`config.mk`:
```
export PLATFORM = sky130hd
export DESIGN_NAME = brg_top
export DESIGN_NICKNAME = d
export VERILOG_FILES = /design/src/rtl/brg_pkg.sv /design/src/rtl/brg_regs.sv /design/src/rtl/brg_src_sel.sv /design/src/rtl/brg_counter.sv /design/src/rtl/brg_prescale.sv /design/src/rtl/brg_top.sv
export SDC_FILE = /design/constraint.sdc
export NUM_CORES = 1
export LEC_CHECK = 0
export ABC_CLOCK_PERIOD_IN_PS = 2700
export CORE_AREA = 8 8 86 88
export DETAILED_ROUTE_END_ITERATION = 10
export DIE_AREA = 0 0 94 96
export HOLD_SLACK_MARGIN = 0.05
export PLACE_DENSITY = 0.74
export SLEW_MARGIN = 20
export SYNTH_ARGS = -nofsm -noshare
export SYNTH_HDL_FRONTEND = slang
export SYNTH_SLANG_ARGS = --single-unit
```
`constraint.sdc`:
```
create_clock -name clk -period 2.7 [get_ports clk]
set_clock_uncertainty 0.2 [all_clocks]
set_input_delay 0.405 -clock clk [delete_from_list [all_inputs] [get_ports clk]]
set_output_delay 0.405 -clock clk [all_outputs]
set_load 0.01 [all_outputs]
```
`src/rtl/brg_pkg.sv`:
```
package brg_pkg;

   localparam logic [3:0] IDX_STAT = 4'd0;
   localparam logic [3:0] IDX_MODE = 4'd4;
   localparam logic [3:0] IDX_TCL  = 4'd12;
   localparam logic [3:0] IDX_TCH  = 4'd13;
   localparam logic [3:0] IDX_CTRL = 4'd14;
   localparam logic [3:0] IDX_IEN  = 4'd15;

   typedef enum logic [1:0] {
      PS_X1  = 2'b00,
      PS_X16 = 2'b01,
      PS_X32 = 2'b10,
      PS_X64 = 2'b11
   } ps_code_e;

   typedef struct packed {
      logic     run;
      logic     core_src;
      ps_code_e ps;
      logic     zc_ie;
   } brg_cfg_t;

   function automatic logic [6:0] ps_ratio(ps_code_e c);
      case (c)
         PS_X16:  return 7'd16;
         PS_X32:  return 7'd32;
         PS_X64:  return 7'd64;
         default: return 7'd1;
      endcase
   endfunction

endpackage

```
`src/rtl/brg_regs.sv`:
```
module brg_regs
   import brg_pkg::*;
#(
   parameter int unsigned TC_W = 16
) (
   input  logic            clk,
   input  logic            rst_n,
   input  logic            wr_en,
   input  logic [3:0]      wr_idx,
   input  logic [7:0]      wr_data,
   input  logic [3:0]      rd_idx,
   input  logic            zero_evt,
   output logic [7:0]      rd_data,
   output logic [TC_W-1:0] tc,
   output brg_cfg_t        cfg
);
   localparam int unsigned HI_W = TC_W - 8;

   logic [7:0]      tc_lo_q;
   logic [HI_W-1:0] tc_hi_q;
   ps_code_e        ps_q;
   logic [1:0]      ctrl_q;
   logic            ien_q;

   always_ff @(posedge clk or negedge rst_n) begin
      if (!rst_n) begin
         tc_lo_q <= '0;
         tc_hi_q <= '0;
         ps_q    <= PS_X1;
         ctrl_q  <= '0;
         ien_q   <= 1'b0;
      end else if (wr_en) begin
         case (wr_idx)
            IDX_TCL:  tc_lo_q <= wr_data;
            IDX_TCH:  tc_hi_q <= wr_data[HI_W-1:0];
            IDX_MODE: ps_q    <= ps_code_e'(wr_data[7:6]);
            IDX_CTRL: ctrl_q  <= wr_data[1:0];
            IDX_IEN:  ien_q   <= wr_data[1];
            default:  ;
         endcase
      end
   end

   assign tc           = {tc_hi_q, tc_lo_q};
   assign cfg.run      = ctrl_q[0];
   assign cfg.core_src = ctrl_q[1];
   assign cfg.ps       = ps_q;
   assign cfg.zc_ie    = ien_q;

   always_comb begin
      rd_data = '0;
      case (rd_idx)
         IDX_STAT: rd_data[1]        = zero_evt;
         IDX_TCL:  rd_data           = tc_lo_q;
         IDX_TCH:  rd_data[HI_W-1:0] = tc_hi_q;
         default:  ;
      endcase
   end

endmodule

```
`src/rtl/brg_src_sel.sv`:
```
module brg_src_sel #(
   parameter int unsigned SYNC_N = 2
) (
   input  logic clk,
   input  logic rst_n,
   input  logic core_src,
   input  logic ext_pin,
   output logic src_tick
);
   logic samp;
   logic prev_q;

   generate
      if (SYNC_N == 0) begin : g_nosync
         assign samp = ext_pin;
      end else begin : g_sync
         logic [SYNC_N-1:0] sync_q;
         always_ff @(posedge clk or negedge rst_n) begin
            if (!rst_n) begin
               sync_q <= '0;
            end else begin
               sync_q[0] <= ext_pin;
               for (int i = 1; i < SYNC_N; i++) sync_q[i] <= sync_q[i-1];
            end
         end
         assign samp = sync_q[SYNC_N-1];
      end
   endgenerate

   always_ff @(posedge clk or negedge rst_n) begin
      if (!rst_n) prev_q <= 1'b0;
      else        prev_q <= samp;
   end

   assign src_tick = core_src | (samp & ~prev_q);

endmodule

```
`src/rtl/brg_counter.sv`:
```
module brg_counter #(
   parameter int unsigned TC_W = 16
) (
   input  logic            clk,
   input  logic            rst_n,
   input  logic            run,
   input  logic            tick,
   input  logic [TC_W-1:0] tc,
   output logic            gen_clk,
   output logic            zero_evt
);
   localparam int unsigned CNT_W = TC_W + 1;

   logic [CNT_W-1:0] cnt_q;
   logic [CNT_W-1:0] reload;
   logic             out_q;

   assign reload   = {1'b0, tc} + {{TC_W{1'b0}}, 1'b1};
   assign zero_evt = run & tick & (cnt_q == '0);
   assign gen_clk  = out_q;

   always_ff @(posedge clk or negedge rst_n) begin
      if (!rst_n) begin
         cnt_q <= '0;
         out_q <= 1'b0;
      end else if (!run) begin
         cnt_q <= reload;
         out_q <= 1'b0;
      end else if (tick) begin
         if (cnt_q == '0) begin
            cnt_q <= reload;
            out_q <= ~out_q;
         end else begin
            cnt_q <= cnt_q - {{(CNT_W-1){1'b0}}, 1'b1};
         end
      end
   end

endmodule

```
`src/rtl/brg_prescale.sv`:
```
module brg_prescale
   import brg_pkg::*;
(
   input  logic     clk,
   input  logic     rst_n,
   input  logic     run,
   input  logic     zero_evt,
   input  logic     gen_clk,
   input  ps_code_e ps,
   output logic     ser_tick
);
   logic [5:0] pc_q;
   logic [6:0] last;
   logic       rise;
   logic       wrap;

   assign last     = ps_ratio(ps) - 7'd1;
   assign rise     = zero_evt & ~gen_clk;
   assign wrap     = ({1'b0, pc_q} == last);
   assign ser_tick = run & rise & wrap;

   always_ff @(posedge clk or negedge rst_n) begin
      if (!rst_n)        pc_q <= '0;
      else if (!run)     pc_q <= '0;
      else if (rise) begin
         if (wrap) pc_q <= '0;
         else      pc_q <= pc_q + 6'd1;
      end
   end

endmodule

```
`src/rtl/brg_top.sv`:
```
module brg_top
   import brg_pkg::*;
#(
   parameter int unsigned TC_W   = 16,
   parameter int unsigned SYNC_N = 2
) (
   input  logic       clk,
   input  logic       rst_n,
   input  logic       wr_en,
   input  logic [3:0] wr_idx,
   input  logic [7:0] wr_data,
   input  logic [3:0] rd_idx,
   output logic [7:0] rd_data,
   input  logic       ext_clk,
   output logic       gen_clk,
   output logic       ser_tick,
   output logic       zero_evt,
   output logic       zc_irq,
   output logic       half_stop_ok
);
   generate
      if (TC_W < 9 || TC_W > 16) begin : g_bad_tcw
         $error("brg_top: TC_W must lie in 9..16");
      end
      if (SYNC_N > 4) begin : g_bad_sync
         $error("brg_top: SYNC_N must not exceed 4");
      end
   endgenerate

   brg_cfg_t        cfg;
   logic [TC_W-1:0] tc;
   logic            src_tick;
   logic            run_en;

   assign run_en = cfg.run;

   brg_regs #(.TC_W(TC_W)) u_regs (
      .clk(clk), .rst_n(rst_n), .wr_en(wr_en), .wr_idx(wr_idx),
      .wr_data(wr_data), .rd_idx(rd_idx), .zero_evt(zero_evt),
      .rd_data(rd_data), .tc(tc), .cfg(cfg)
   );

   brg_src_sel #(.SYNC_N(SYNC_N)) u_src (
      .clk(clk), .rst_n(rst_n), .core_src(cfg.core_src),
      .ext_pin(ext_clk), .src_tick(src_tick)
   );

   brg_counter #(.TC_W(TC_W)) u_cnt (
      .clk(clk), .rst_n(rst_n), .run(run_en), .tick(src_tick),
      .tc(tc), .gen_clk(gen_clk), .zero_evt(zero_evt)
   );

   brg_prescale u_pre (
      .clk(clk), .rst_n(rst_n), .run(run_en), .zero_evt(zero_evt),
      .gen_clk(gen_clk), .ps(cfg.ps), .ser_tick(ser_tick)
   );

   assign zc_irq       = zero_evt & cfg.zc_ie;
   assign half_stop_ok = (cfg.ps != PS_X1);

endmodule

```
==> qor.csv, run 1 <==
stage;metric;value;unit
die;rows;29;
die;dieArea;9024;µm²
placement;post-place-ws;-0.4104;ns
pwr;p_clk_frac;0.182;
timing;fin_crit_sh;1.114;
status;failed_checks;setup timing;
pwr;comb_power_share;0.447;
cts;clockRootBuffer;clkbuf_8;
detailed_routing;wl;7592;µm
detailed_routing;wl_met1;3249;µm
logic_synthesis;synthCells;298;
worst_setup_path;required;2.10;ns
pwr;p_sw_frac;0.3751;
timing;setup_viol;2;
timing;slew_viol_final;0;
final_layout;final_common_cell;dfrtp_1;
cts;clk_latency;0.31;ns
timing;max_slew_margin;0.6369;
placement;gp_congestion;0.9088;
die;start_util;0.4782;
detailed_routing;drtIter0Drc;190;
worst_setup_path;reg2reg_slack;0.23;ns
logic_synthesis;synth_area_per_cell;9.783;µm²
global_route;grt_usage;0.1791;
detailed_routing;routed.top_layer;met4;
logic_synthesis;synthTopCellsByArea;dfrtp_1 41%, mux2_2 8.1%, mux2i_1 4.1%, nor2_1 3.6%, xnor2_1 3.0%;
timing;hold_viol_final;0;
pwr;p_int;1.787;mW
logic_synthesis;synth-edff-count;0;
logic_synthesis;synth_ff_type;dfrtp_1;
logic_synthesis;muxShareOfSynthArea;0.1223;
worst_setup_path;start_kind;flop;
min_path;hold_depth;0;
final_layout;area_growth;28.84;%
logic_synthesis;synthArstFlopShare;1.000;
run;max_cap_violations;0;
placement;portBuffers;32;
final_layout;multi_input_area;1660;µm²
final_layout;final_nets;391;
worst_setup_path;crit_fanout;2;
global_route;antenna_found_initial;0;
cts;path_clk_slew;0.09;ns
detailed_routing;vias;2594;
min_path;holdPathEnd;u_src.g_sync.sync_q[1];
final_layout;n_fill_cell;519;
worst_setup_path;rr_endpoint;u_pre.pc_q[4];
detailed_routing;dr_wl_met2;3873;µm
global_route;gr-total-overflow;0;
logic_synthesis;yosys.area.top_type;dfrtp_1;
cts;numCtsBuffers;5;
global_route;grt_pass1_wl;12770;µm
pwr;p_leak;1.587;nW
min_path;hp-start;u_src.g_sync.sync_q[0];
pwr;power.density;761.5;nW/µm²
worst_setup_path;critPathKind;flop to output port;
logic_synthesis;ys_seq_area_frac;0.4120;
logic_synthesis;synth_fa_ha_area_frac;0.01717;
final_layout;seqCellArea;1201;µm²
timing;layout_min_cycle_time;3.007;ns
die;fp.dieW;94;µm
cts;cts_max_level;2;
timing;rsz0062_at_grt;true;
die;die_h;96;µm
timing;timing.hold.ws;0.1683;ns
worst_setup_path;r2r.worst_path.cells;7;
detailed_routing;firstDrtPassIters;6;
logic_synthesis;synth_cell_type_count;54;
detailed_routing;met3RoutedLength;321;µm
timing;fmax;332.6;MHz
logic_synthesis;synth_top_area_frac;0.4120;
timing;worstMarginPinSlew;0.5446;ns
timing;tns;-0.3570;ns
final_layout;final_area;3756;µm²
pwr;power;2.860;mW
detailed_routing;detail_route.vias_per_cell;5.829;
final_layout;drive_gt1_frac;0.2609;
logic_synthesis;synth_top_family_by_area;simple AND/OR/NAND/NOR gates;
global_route;grt_max_degree;24;
worst_setup_path;worstPathArrival;2.40;ns
final_layout;final_cell_mix;48 x dfrtp_1, 42 x buf_4, 27 x clkdlybuf4s50_1;
detailed_routing;route.antenna.remaining_nets;0;
status;status;finished with violations;
worst_setup_path;endpoint_kind;output port;
pwr;p_seq_frac;0.371;
timing;setup_slack;-0.3069;ns
worst_setup_path;r2r-start;u_cnt.cnt_q[12];
logic_synthesis;mappedNetlistArea;2915;µm²
cts;clock_path_buffers;2;
logic_synthesis;ys_ff_latch;48;
placement;dpl.hpwl;5644;µm
placement;postPlaceCellArea;3610;µm²
final_layout;num_antenna_cells;0;
pwr;p_switching;1.073;mW
logic_synthesis;yosys.area_share.simple;0.2099;
die;core;6096;µm²
die;ios;33;
detailed_routing;drc;0;
logic_synthesis;ys.warnings.count;0;
global_route;grt_pass1_vias;2639;
logic_synthesis;synth-compound-area-share;0.1652;
pwr;vdd_drop_max;0.4337;mV
logic_synthesis;synthXorXnorAreaFrac;0.04206;
cts;cts_tree;done;
min_path;worstHoldPathType;flop to flop;
cts;clock_sinks;48;
logic_synthesis;synth_fp_nets;322;
detailed_routing;wl_per_cell;17.06;µm
## kinds of logic after synthesis
group | count (synthesis)
fa+ha+maj | 4
mux | 33
compound gates | 66
buf+inv | 23
xor+xnor | 14
flops | 48
simple gates | 110
## critical path: stages (launching register included)
cell and delay, ns:
dfrtp_1 0.39, or4_4 0.55, nor4_4 0.24, nand4_1 0.19, or4_4 0.45, a21oi_2 0.13
buf_2 0.14
## repair_timing
action	in CTS	in global routing
gates resized for setup	20	5
buffers inserted	2	2
pin swaps	7	4
hold buffers	1	0
setup endpoints to repair	4	4
gates cloned	0	0
hold endpoints to repair	21	0
## worst max-delay path by stage
| stage | endpoint | slack [ns] | start | cells after the start |
|---|---|---|---|---|
| 2_1_floorplan | rd_data[1] | 0.002 | u_cnt.cnt_q[7] | 6 |
| 3_3_place_gp | rd_data[1] | -0.39 | u_cnt.cnt_q[7] | 6 |
| 3_5_place_dp | rd_data[1] | -0.41 | u_cnt.cnt_q[7] | 6 |
| 4_1_cts | rd_data[1] | -0.41 | u_cnt.cnt_q[4] | 6 |
| 5_1_grt | rd_data[1] | -0.38 | u_cnt.cnt_q[7] | 6 |
| 6_report | rd_data[1] | -0.31 | u_cnt.cnt_q[7] | 6 |
## power groups by stage
stage	Combinational (mW)	Clock, mW	Sequential, mW
3_5_place_dp	1.23	0	1.06
4_1_cts	1.25	0.534	1.06
2_1_floorplan	0.658	0	1.06
3_3_place_gp	1.21	0	1.05
6_report	1.28	0.521	1.06
5_1_grt	1.39	0.555	1.08
## layer usage
layer | vias up | track usage
met3 | 13 | 0.03276
met2 | 74 | 0.3139
met1 | 1243 | 0.2129
met5 | - | 0
li1 | 1264 | -
met4 | 0 | 0.07001
## Yosys cell counts, types with 4 or more instances
master / n
dfrtp_1: 48
inv_1: 9
o2bb2ai_1: 4
ha_1: 4
nand2_1: 18
mux2i_1: 12
mux2_2: 21
xor2_1: 4
and3_1: 8
o21ai_0: 14
nand3_1: 13
a32oi_1: 4
nor4_1: 5
or4_1: 6
nand4_1: 10
o211ai_1: 6
nor2_1: 28
a21oi_1: 10
clkbuf_1: 12
xnor2_1: 10
## stage by stage
| stage | util | instances |
|---|---|---|
| 3_3_place_gp | 0.5922 | 435 |
| 2_1_floorplan | - | 298 |
| 5_1_grt | 0.6162 | 445 |
| 3_5_place_dp | 0.5922 | 435 |
| 6_report | 0.6162 | 445 |
| 4_1_cts | 0.6115 | 444 |
## layout make-up
class / instances / area share
multi-input cells: 227 / 0.4420
flip-flops and latches: 48 / 0.3198
repair buffers: 76 / 0.1739
well taps: 77 / 0.02565
clock buffers: 5 / 0.01832
clock inverters: 3 / 0.01133
inverters: 9 / 0.008994
## registers in the layout, indices dropped and copies added (netlist names)
register / cells
u_src.prev_q: 1
u_src.g_sync.sync_q: 2
u_pre.pc_q: 6
u_regs.ps_q: 2
u_regs.tc_hi_q: 8
u_regs.ien_q: 1
u_regs.ctrl_q: 2
u_cnt.cnt_q: 17
u_cnt.gen_clk: 1
u_regs.tc_lo_q: 8
Note: power is estimated with default switching activity, not from simulation.
==> inputs of run 2 (changes only) <==
--- a/config.mk
+++ b/config.mk
@@ -6,12 +6,14 @@
 export NUM_CORES = 1
 export LEC_CHECK = 0
 export ABC_CLOCK_PERIOD_IN_PS = 2700
-export CORE_AREA = 8 8 86 88
+export CORE_AREA = 8 8 85 87
 export DETAILED_ROUTE_END_ITERATION = 10
-export DIE_AREA = 0 0 94 96
+export DIE_AREA = 0 0 93 95
 export HOLD_SLACK_MARGIN = 0.05
-export PLACE_DENSITY = 0.74
+export PLACE_DENSITY = 0.76
+export SKIP_LAST_GASP = 1
 export SLEW_MARGIN = 20
 export SYNTH_ARGS = -nofsm -noshare
 export SYNTH_HDL_FRONTEND = slang
+export SYNTH_HIERARCHICAL = 1
 export SYNTH_SLANG_ARGS = --single-unit
==> qor.csv, run 2 <==
stage;metric;value;unit
timing;setup_slack;-0.5339;ns
detailed_routing;firstDrtPassIters;5;
cts;cts_tree;done;
pwr;p_seq_frac;0.391;
pwr;power.density;725.4;nW/µm²
status;failed_checks;setup timing;
placement;gp_congestion;0.8665;
final_layout;top_regs;u_cnt/cnt_q x17, u_regs/tc_hi_q x8, u_regs/tc_lo_q x8;
timing;fin_crit_sh;1.198;
logic_synthesis;synthTopCellsByArea;dfrtp_1 41%, mux2_2 5.0%, mux2_4 4.1%, nor2_1 3.7%, xnor2_1 3.0%;
worst_setup_path;reg2reg_slack;-0.37;ns
logic_synthesis;synth_top_area_frac;0.4099;
global_route;grt_pass1_wl;13480;µm
worst_setup_path;r2r-start;u_cnt/cnt_q[1];
timing;tns;-3.176;ns
final_layout;final_common_cell;dfrtp_1;
worst_setup_path;required;2.10;ns
global_route;grt_use_met2;0.3166;
logic_synthesis;ys_ff_latch;48;
pwr;power;2.776;mW
cts;numCtsBuffers;5;
cts;clk_latency;0.30;ns
detailed_routing;wl_per_cell;17.67;µm
pwr;p_leak;1.609;nW
logic_synthesis;mappedNetlistArea;2930;µm²
die;core;5816;µm²
final_layout;largest_reg_flops;17;
worst_setup_path;path_cells;inv_2 > ha_4 > or4b_4 > nor4_4 > and3_4 > or4b_4 > a31oi_4 > buf_6;
final_layout;fin_cells;447;
final_layout;final_nets;395;
die;fp.dieW;93;µm
final_layout;final_cell_mix;48 x dfrtp_1, 41 x buf_4, 29 x nor2_1;
logic_synthesis;synth.most_common_cell;dfrtp_1;
logic_synthesis;synth_area_per_cell;9.833;µm²
status;status;finished with violations;
logic_synthesis;synth-edff-count;0;
worst_setup_path;critical_path.max_stage_delay;0.48;ns
placement;dpl.hpwl;5856;µm
pwr;p_sw_frac;0.3659;
logic_synthesis;ys_seq_area_frac;0.4099;
timing;setup_viol;10;
logic_synthesis;synth_commonest_cells;48 x dfrtp_1, 29 x nor2_1, 16 x nand2_1;
logic_synthesis;synth_cell_type_count;64;
die;dieArea;8835;µm²
detailed_routing;wl;7898;µm
placement;portBuffers;32;
logic_synthesis;synth_fp_nets;322;
worst_setup_path;endpoint_kind;output port;
cts;clock_sinks;48;
worst_setup_path;start_kind;flop;
global_route;use_met1;0.2379;
run;max_cap_violations;0;
timing;max_slew_margin;0.6384;
worst_setup_path;worstPathArrival;2.63;ns
die;rows;28;
cts;clock_path_buffers;2;
placement;place_inst;430;
pwr;comb_power_share;0.448;
global_route;grt_busiest_layer;met2;
pwr;p_clk_frac;0.160;
logic_synthesis;synth_ff_type;dfrtp_1;
pwr;vdd_drop_max;0.3509;mV
detailed_routing;vias;2703;
worst_setup_path;crit_start;u_cnt/cnt_q[1];
final_layout;area_growth;30.57;%
final_layout;drive_gt1_frac;0.2688;
detailed_routing;drc;0;
worst_setup_path;crit_end;rd_data[1];
timing;layout_min_cycle_time;3.234;ns
global_route;grt_pass1_vias;2755;
final_layout;seqCellArea;1201;µm²
die;die_h;95;µm
pwr;p_int;1.760;mW
detailed_routing;route.antenna.remaining_nets;0;
final_layout;largest_register;u_cnt/cnt_q;
global_route;grt_max_degree;28;
logic_synthesis;yosys.area.top_type;dfrtp_1;
final_layout;num_antenna_cells;0;
worst_setup_path;rr_endpoint;u_pre/pc_q[2];
detailed_routing;drtIter0Drc;224;
worst_setup_path;critPathSlowestCell;or4b_4;
worst_setup_path;crit_path_frequent_cell;or4b_4;
global_route;antenna_found_initial;0;
timing;worstMarginPinSlew;0.5348;ns
timing;rsz0062_at_grt;true;
worst_setup_path;crit_fanout;3;
die;ios;33;
pwr;p_switching;1.016;mW
cts;clockRootBuffer;clkbuf_8;
logic_synthesis;synthCells;298;
logic_synthesis;ys.warnings.count;6;
global_route;grt_usage;0.1889;
min_path;worstHoldPathType;flop to flop;
final_layout;utilization;0.6579;
die;start_util;0.5039;
timing;fmax;309.2;MHz
timing;hold_viol_final;0;
global_route;gr-total-overflow;0;
timing;slew_viol_final;0;
cts;path_clk_slew;0.09;ns
detailed_routing;detail_route.vias_per_cell;6.047;
final_layout;multi_input_area;1729;µm²
logic_synthesis;synthArstFlopShare;1.000;
final_layout;n_fill_cell;485;
global_route;met3_usage;0.04206;
cts;cts_max_level;2;
worst_setup_path;critPathKind;flop to output port;
worst_setup_path;r2r.worst_path.cells;13;
## run 2: final cells by class
class                   instances  share of cell area
multi-input cells             229              0.4519
repair buffers                 77              0.1763
clock buffers                   8             0.02354
well taps                      75             0.02453
inverters                      10            0.009810
flip-flops and latches         48              0.3139
## run 2: timing repair
item / 4_1_cts / 5_1_grt
hold buffers: 1 / 0
setup endpoints to repair: 10 / 12
setup buffers: 4 / 4
resized for setup: 29 / 6
hold endpoints to repair: 21 / 0
pin swaps: 5 / 4
## run 2: power groups by stage
| stage | registers, mW | logic, mW | clock network (mW) |
|---|---|---|---|
| after floorplan | 1.10 | 0.629 | 0 |
| after global placement | 1.08 | 1.13 | 0 |
| after detailed placement | 1.10 | 1.16 | 0 |
| after CTS | 1.08 | 1.21 | 0.447 |
| after global routing | 1.11 | 1.36 | 0.475 |
| final | 1.09 | 1.24 | 0.445 |
## run 2: how the worst min path moves through the flow
stage	start	end	slack, ns	cells past startpoint
after floorplan	rst_n	u_cnt/cnt_q[0]	-0.09	0
after global placement	u_src/g_sync.sync_q[0]	u_src/g_sync.sync_q[1]	0.14	0
after detailed placement	u_src/g_sync.sync_q[0]	u_src/g_sync.sync_q[1]	0.15	0
after CTS	u_src/g_sync.sync_q[0]	u_src/g_sync.sync_q[1]	0.17	0
after global routing	u_src/g_sync.sync_q[0]	u_src/g_sync.sync_q[1]	0.17	0
final	u_src/g_sync.sync_q[0]	u_src/g_sync.sync_q[1]	0.16	0
## run 2: cells by family (layout without fill, tap and decap cells)
kind of cell,count (synthesis),in the layout,synth area share
adders and majority gates,4,4,0.01708
DFF,48,48,0.4099
buffers and inverters,21,95,0.03117
AOI/OAI and AO/OA,62,62,0.1465
muxes,29,29,0.1183
and+or+nand+nor,116,116,0.2233
xor gates and xnor gates,18,18,0.05380
## run 2: layer usage
layer  vias up  routed length [µm]
li1       1269                   -
met1      1319                3432
met2       103                3853
met3        12                 494
met4         0                 117
met5         -                   0
## run 2: per-stage QoR
step / hold WS [ns] / setup slack, ns / instance area (µm²)
global route: 0.1733 / -0.6306 / 3826
global placement: 0.1397 / -0.6982 / 3623
CTS: 0.1681 / -0.5206 / 3774
detailed placement: 0.1497 / -0.7357 / 3623
floorplan: -0.09059 / -0.1749 / 2985
finish: 0.1612 / -0.5339 / 3826
## run 2: worst max-delay path: cells and delay by family, from the launching register on
family | cells | cell delay (ns)
simple gates | 4 | 1.42
flops | 1 | 0.40
buf+inv | 2 | 0.21
compound gates | 1 | 0.15
fa+ha+maj | 1 | 0.14
==> inputs of run 3 (changes only) <==
--- a/config.mk
+++ b/config.mk
@@ -11,6 +11,7 @@
 export DIE_AREA = 0 0 93 95
 export HOLD_SLACK_MARGIN = 0.05
 export PLACE_DENSITY = 0.76
+export SETUP_SLACK_MARGIN = 0.3
 export SKIP_LAST_GASP = 1
 export SLEW_MARGIN = 20
 export SYNTH_ARGS = -nofsm -noshare
==> qor.csv, run 3 (synthesis results as in run 2) <==
stage;metric;value;unit
final_layout;utilization;0.6779;
cts;cts_tree;done;
cts;cts_max_level;2;
cts;numCtsBuffers;5;
worst_setup_path;critPathKind;flop to output port;
global_route;grt_use_met2;0.2935;
timing;setup_viol;10;
placement;gp_congestion;0.8751;
cts;clock_sinks;48;
global_route;grt_pass1_wl;12570;µm
cts;clockRootBuffer;clkbuf_8;
status;status;finished with violations;
final_layout;final_nets;406;
timing;layout_min_cycle_time;3.254;ns
status;failed_checks;setup timing;
timing;max_slew_margin;0.5686;
min_path;hold_depth;0;
worst_setup_path;required;2.10;ns
global_route;antenna_found_initial;0;
detailed_routing;drc;0;
global_route;grt_pass1_vias;2667;
global_route;met3_usage;0.03492;
timing;fin_crit_sh;1.205;
timing;rsz0062_at_grt;true;
detailed_routing;drtIter0Drc;187;
die;die_h;95;µm
global_route;grt_busiest_layer;met2;
final_layout;area_growth;34.54;%
die;core;5816;µm²
global_route;gr-total-overflow;0;
detailed_routing;wl_per_cell;16.92;µm
worst_setup_path;r2r.worst_path.cells;11;
timing;slew_viol_final;0;
placement;portBuffers;32;
final_layout;final_area;3943;µm²
detailed_routing;vias;2740;
worst_setup_path;crit_fanout;3;
min_path;holdPathEnd;u_src/g_sync.sync_q[1];
timing;hold_viol_final;0;
timing;fmax;307.3;MHz
timing;timing.hold.ws;0.1835;ns
global_route;grt_usage;0.1757;
cts;clock_path_buffers;2;
detailed_routing;route.antenna.remaining_nets;0;
run;max_cap_violations;0;
final_layout;fin_cells;458;
final_layout;final_cell_mix;49 x buf_4, 48 x dfrtp_1, 29 x nor2_1;
global_route;grt_max_degree;30;
die;rows;28;
final_layout;largest_register;u_cnt/cnt_q;
die;dieArea;8835;µm²
min_path;worstHoldPathType;flop to flop;
pwr;p_leak;1.710;nW
timing;setup_slack;-0.5538;ns
global_route;use_met1;0.2207;
worst_setup_path;r2r-start;u_cnt/cnt_q[2];
worst_setup_path;endpoint_kind;output port;
worst_setup_path;reg2reg_slack;-0.33;ns
timing;tns;-2.974;ns
final_layout;drive_gt1_frac;0.3133;
cts;path_clk_slew;0.08;ns
final_layout;final_common_cell;buf_4;
timing;worstMarginPinSlew;0.6471;ns
detailed_routing;firstDrtPassIters;4;
die;fp.dieW;93;µm
final_layout;top_regs;u_cnt/cnt_q x17, u_regs/tc_hi_q x8, u_regs/tc_lo_q x8;
die;ios;33;
worst_setup_path;rr_endpoint;u_pre/pc_q[2];
pwr;power.density;729.3;nW/µm²
min_path;hp-start;u_src/g_sync.sync_q[0];
placement;place_inst;433;
pwr;vdd_drop_max;0.3971;mV
detailed_routing;detail_route.vias_per_cell;5.983;
placement;postPlaceCellArea;3646;µm²
final_layout;largest_reg_flops;17;
worst_setup_path;start_kind;flop;
die;start_util;0.5039;
detailed_routing;wl;7749;µm
cts;clk_latency;0.30;ns
placement;dpl.hpwl;5663;µm
final_layout;num_antenna_cells;0;
worst_setup_path;worstPathArrival;2.65;ns
## run 3: metrics by stage
step                setup WS, ns  power, mW
CTS                      -0.5215      2.808
floorplan                -0.1749      1.732
global route             -0.6840      3.032
finish                   -0.5538      2.875
detailed placement       -0.7205      2.248
global placement         -0.6969      2.210
## run 3: timing repair
action / CTS / global route
buffers inserted: 12 / 4
gates cloned: 0 / 0
endpoints found under the setup margin: 31 / 30
gates resized for setup: 32 / 18
hold buffers: 1 / 0
pin swaps: 10 / 8
endpoints found under the hold margin: 27 / 0
## run 3: worst max-delay path by stage
stage | depth (start not counted) | slack, ns | end | start
after global routing | 9 | -0.68 | ser_tick | u_cnt/cnt_q[2]
after global placement | 8 | -0.70 | rd_data[1] | u_cnt/cnt_q[1]
after detailed placement | 8 | -0.72 | rd_data[1] | u_cnt/cnt_q[1]
after floorplan | 7 | -0.17 | rd_data[1] | u_cnt/cnt_q[0]
final | 6 | -0.55 | rd_data[1] | u_cnt/cnt_q[2]
after CTS | 8 | -0.52 | rd_data[1] | u_cnt/cnt_q[1]
## run 3: layout make-up
| class | count | area (µm²) |
|---|---|---|
| Sequential cell | 48 | 1201 |
| Fill cell | 450 | 1873 |
| Tap cell | 75 | 93.84 |
| Timing Repair Buffer | 88 | 737.0 |
| Inverter | 10 | 37.54 |
| Clock buffer | 6 | 72.57 |
| Multi-Input combinational cell | 229 | 1765 |
| Clock inverter | 2 | 35.03 |
## run 3: report_power, final
group	switching [mW]	internal (mW)	leakage [nW]
Clock	0.237	0.275	0.0552
Combinational	0.614	0.670	1.06
Sequential	0.178	0.902	0.594
## run 3: routing by layer
metal | vias to the layer above | part of all wire
met5 | - | 0
li1 | 1284 | -
met4 | 0 | 0.022
met1 | 1350 | 0.45
met3 | 17 | 0.045
met2 | 89 | 0.48
## run 3: critical path: stages, from the launching register on
cell	delay [ns]
dfrtp_1	0.39
or4_4	0.57
nor4_4	0.38
and3_4	0.25
or4b_4	0.47
a31oi_4	0.17
buf_6	0.12
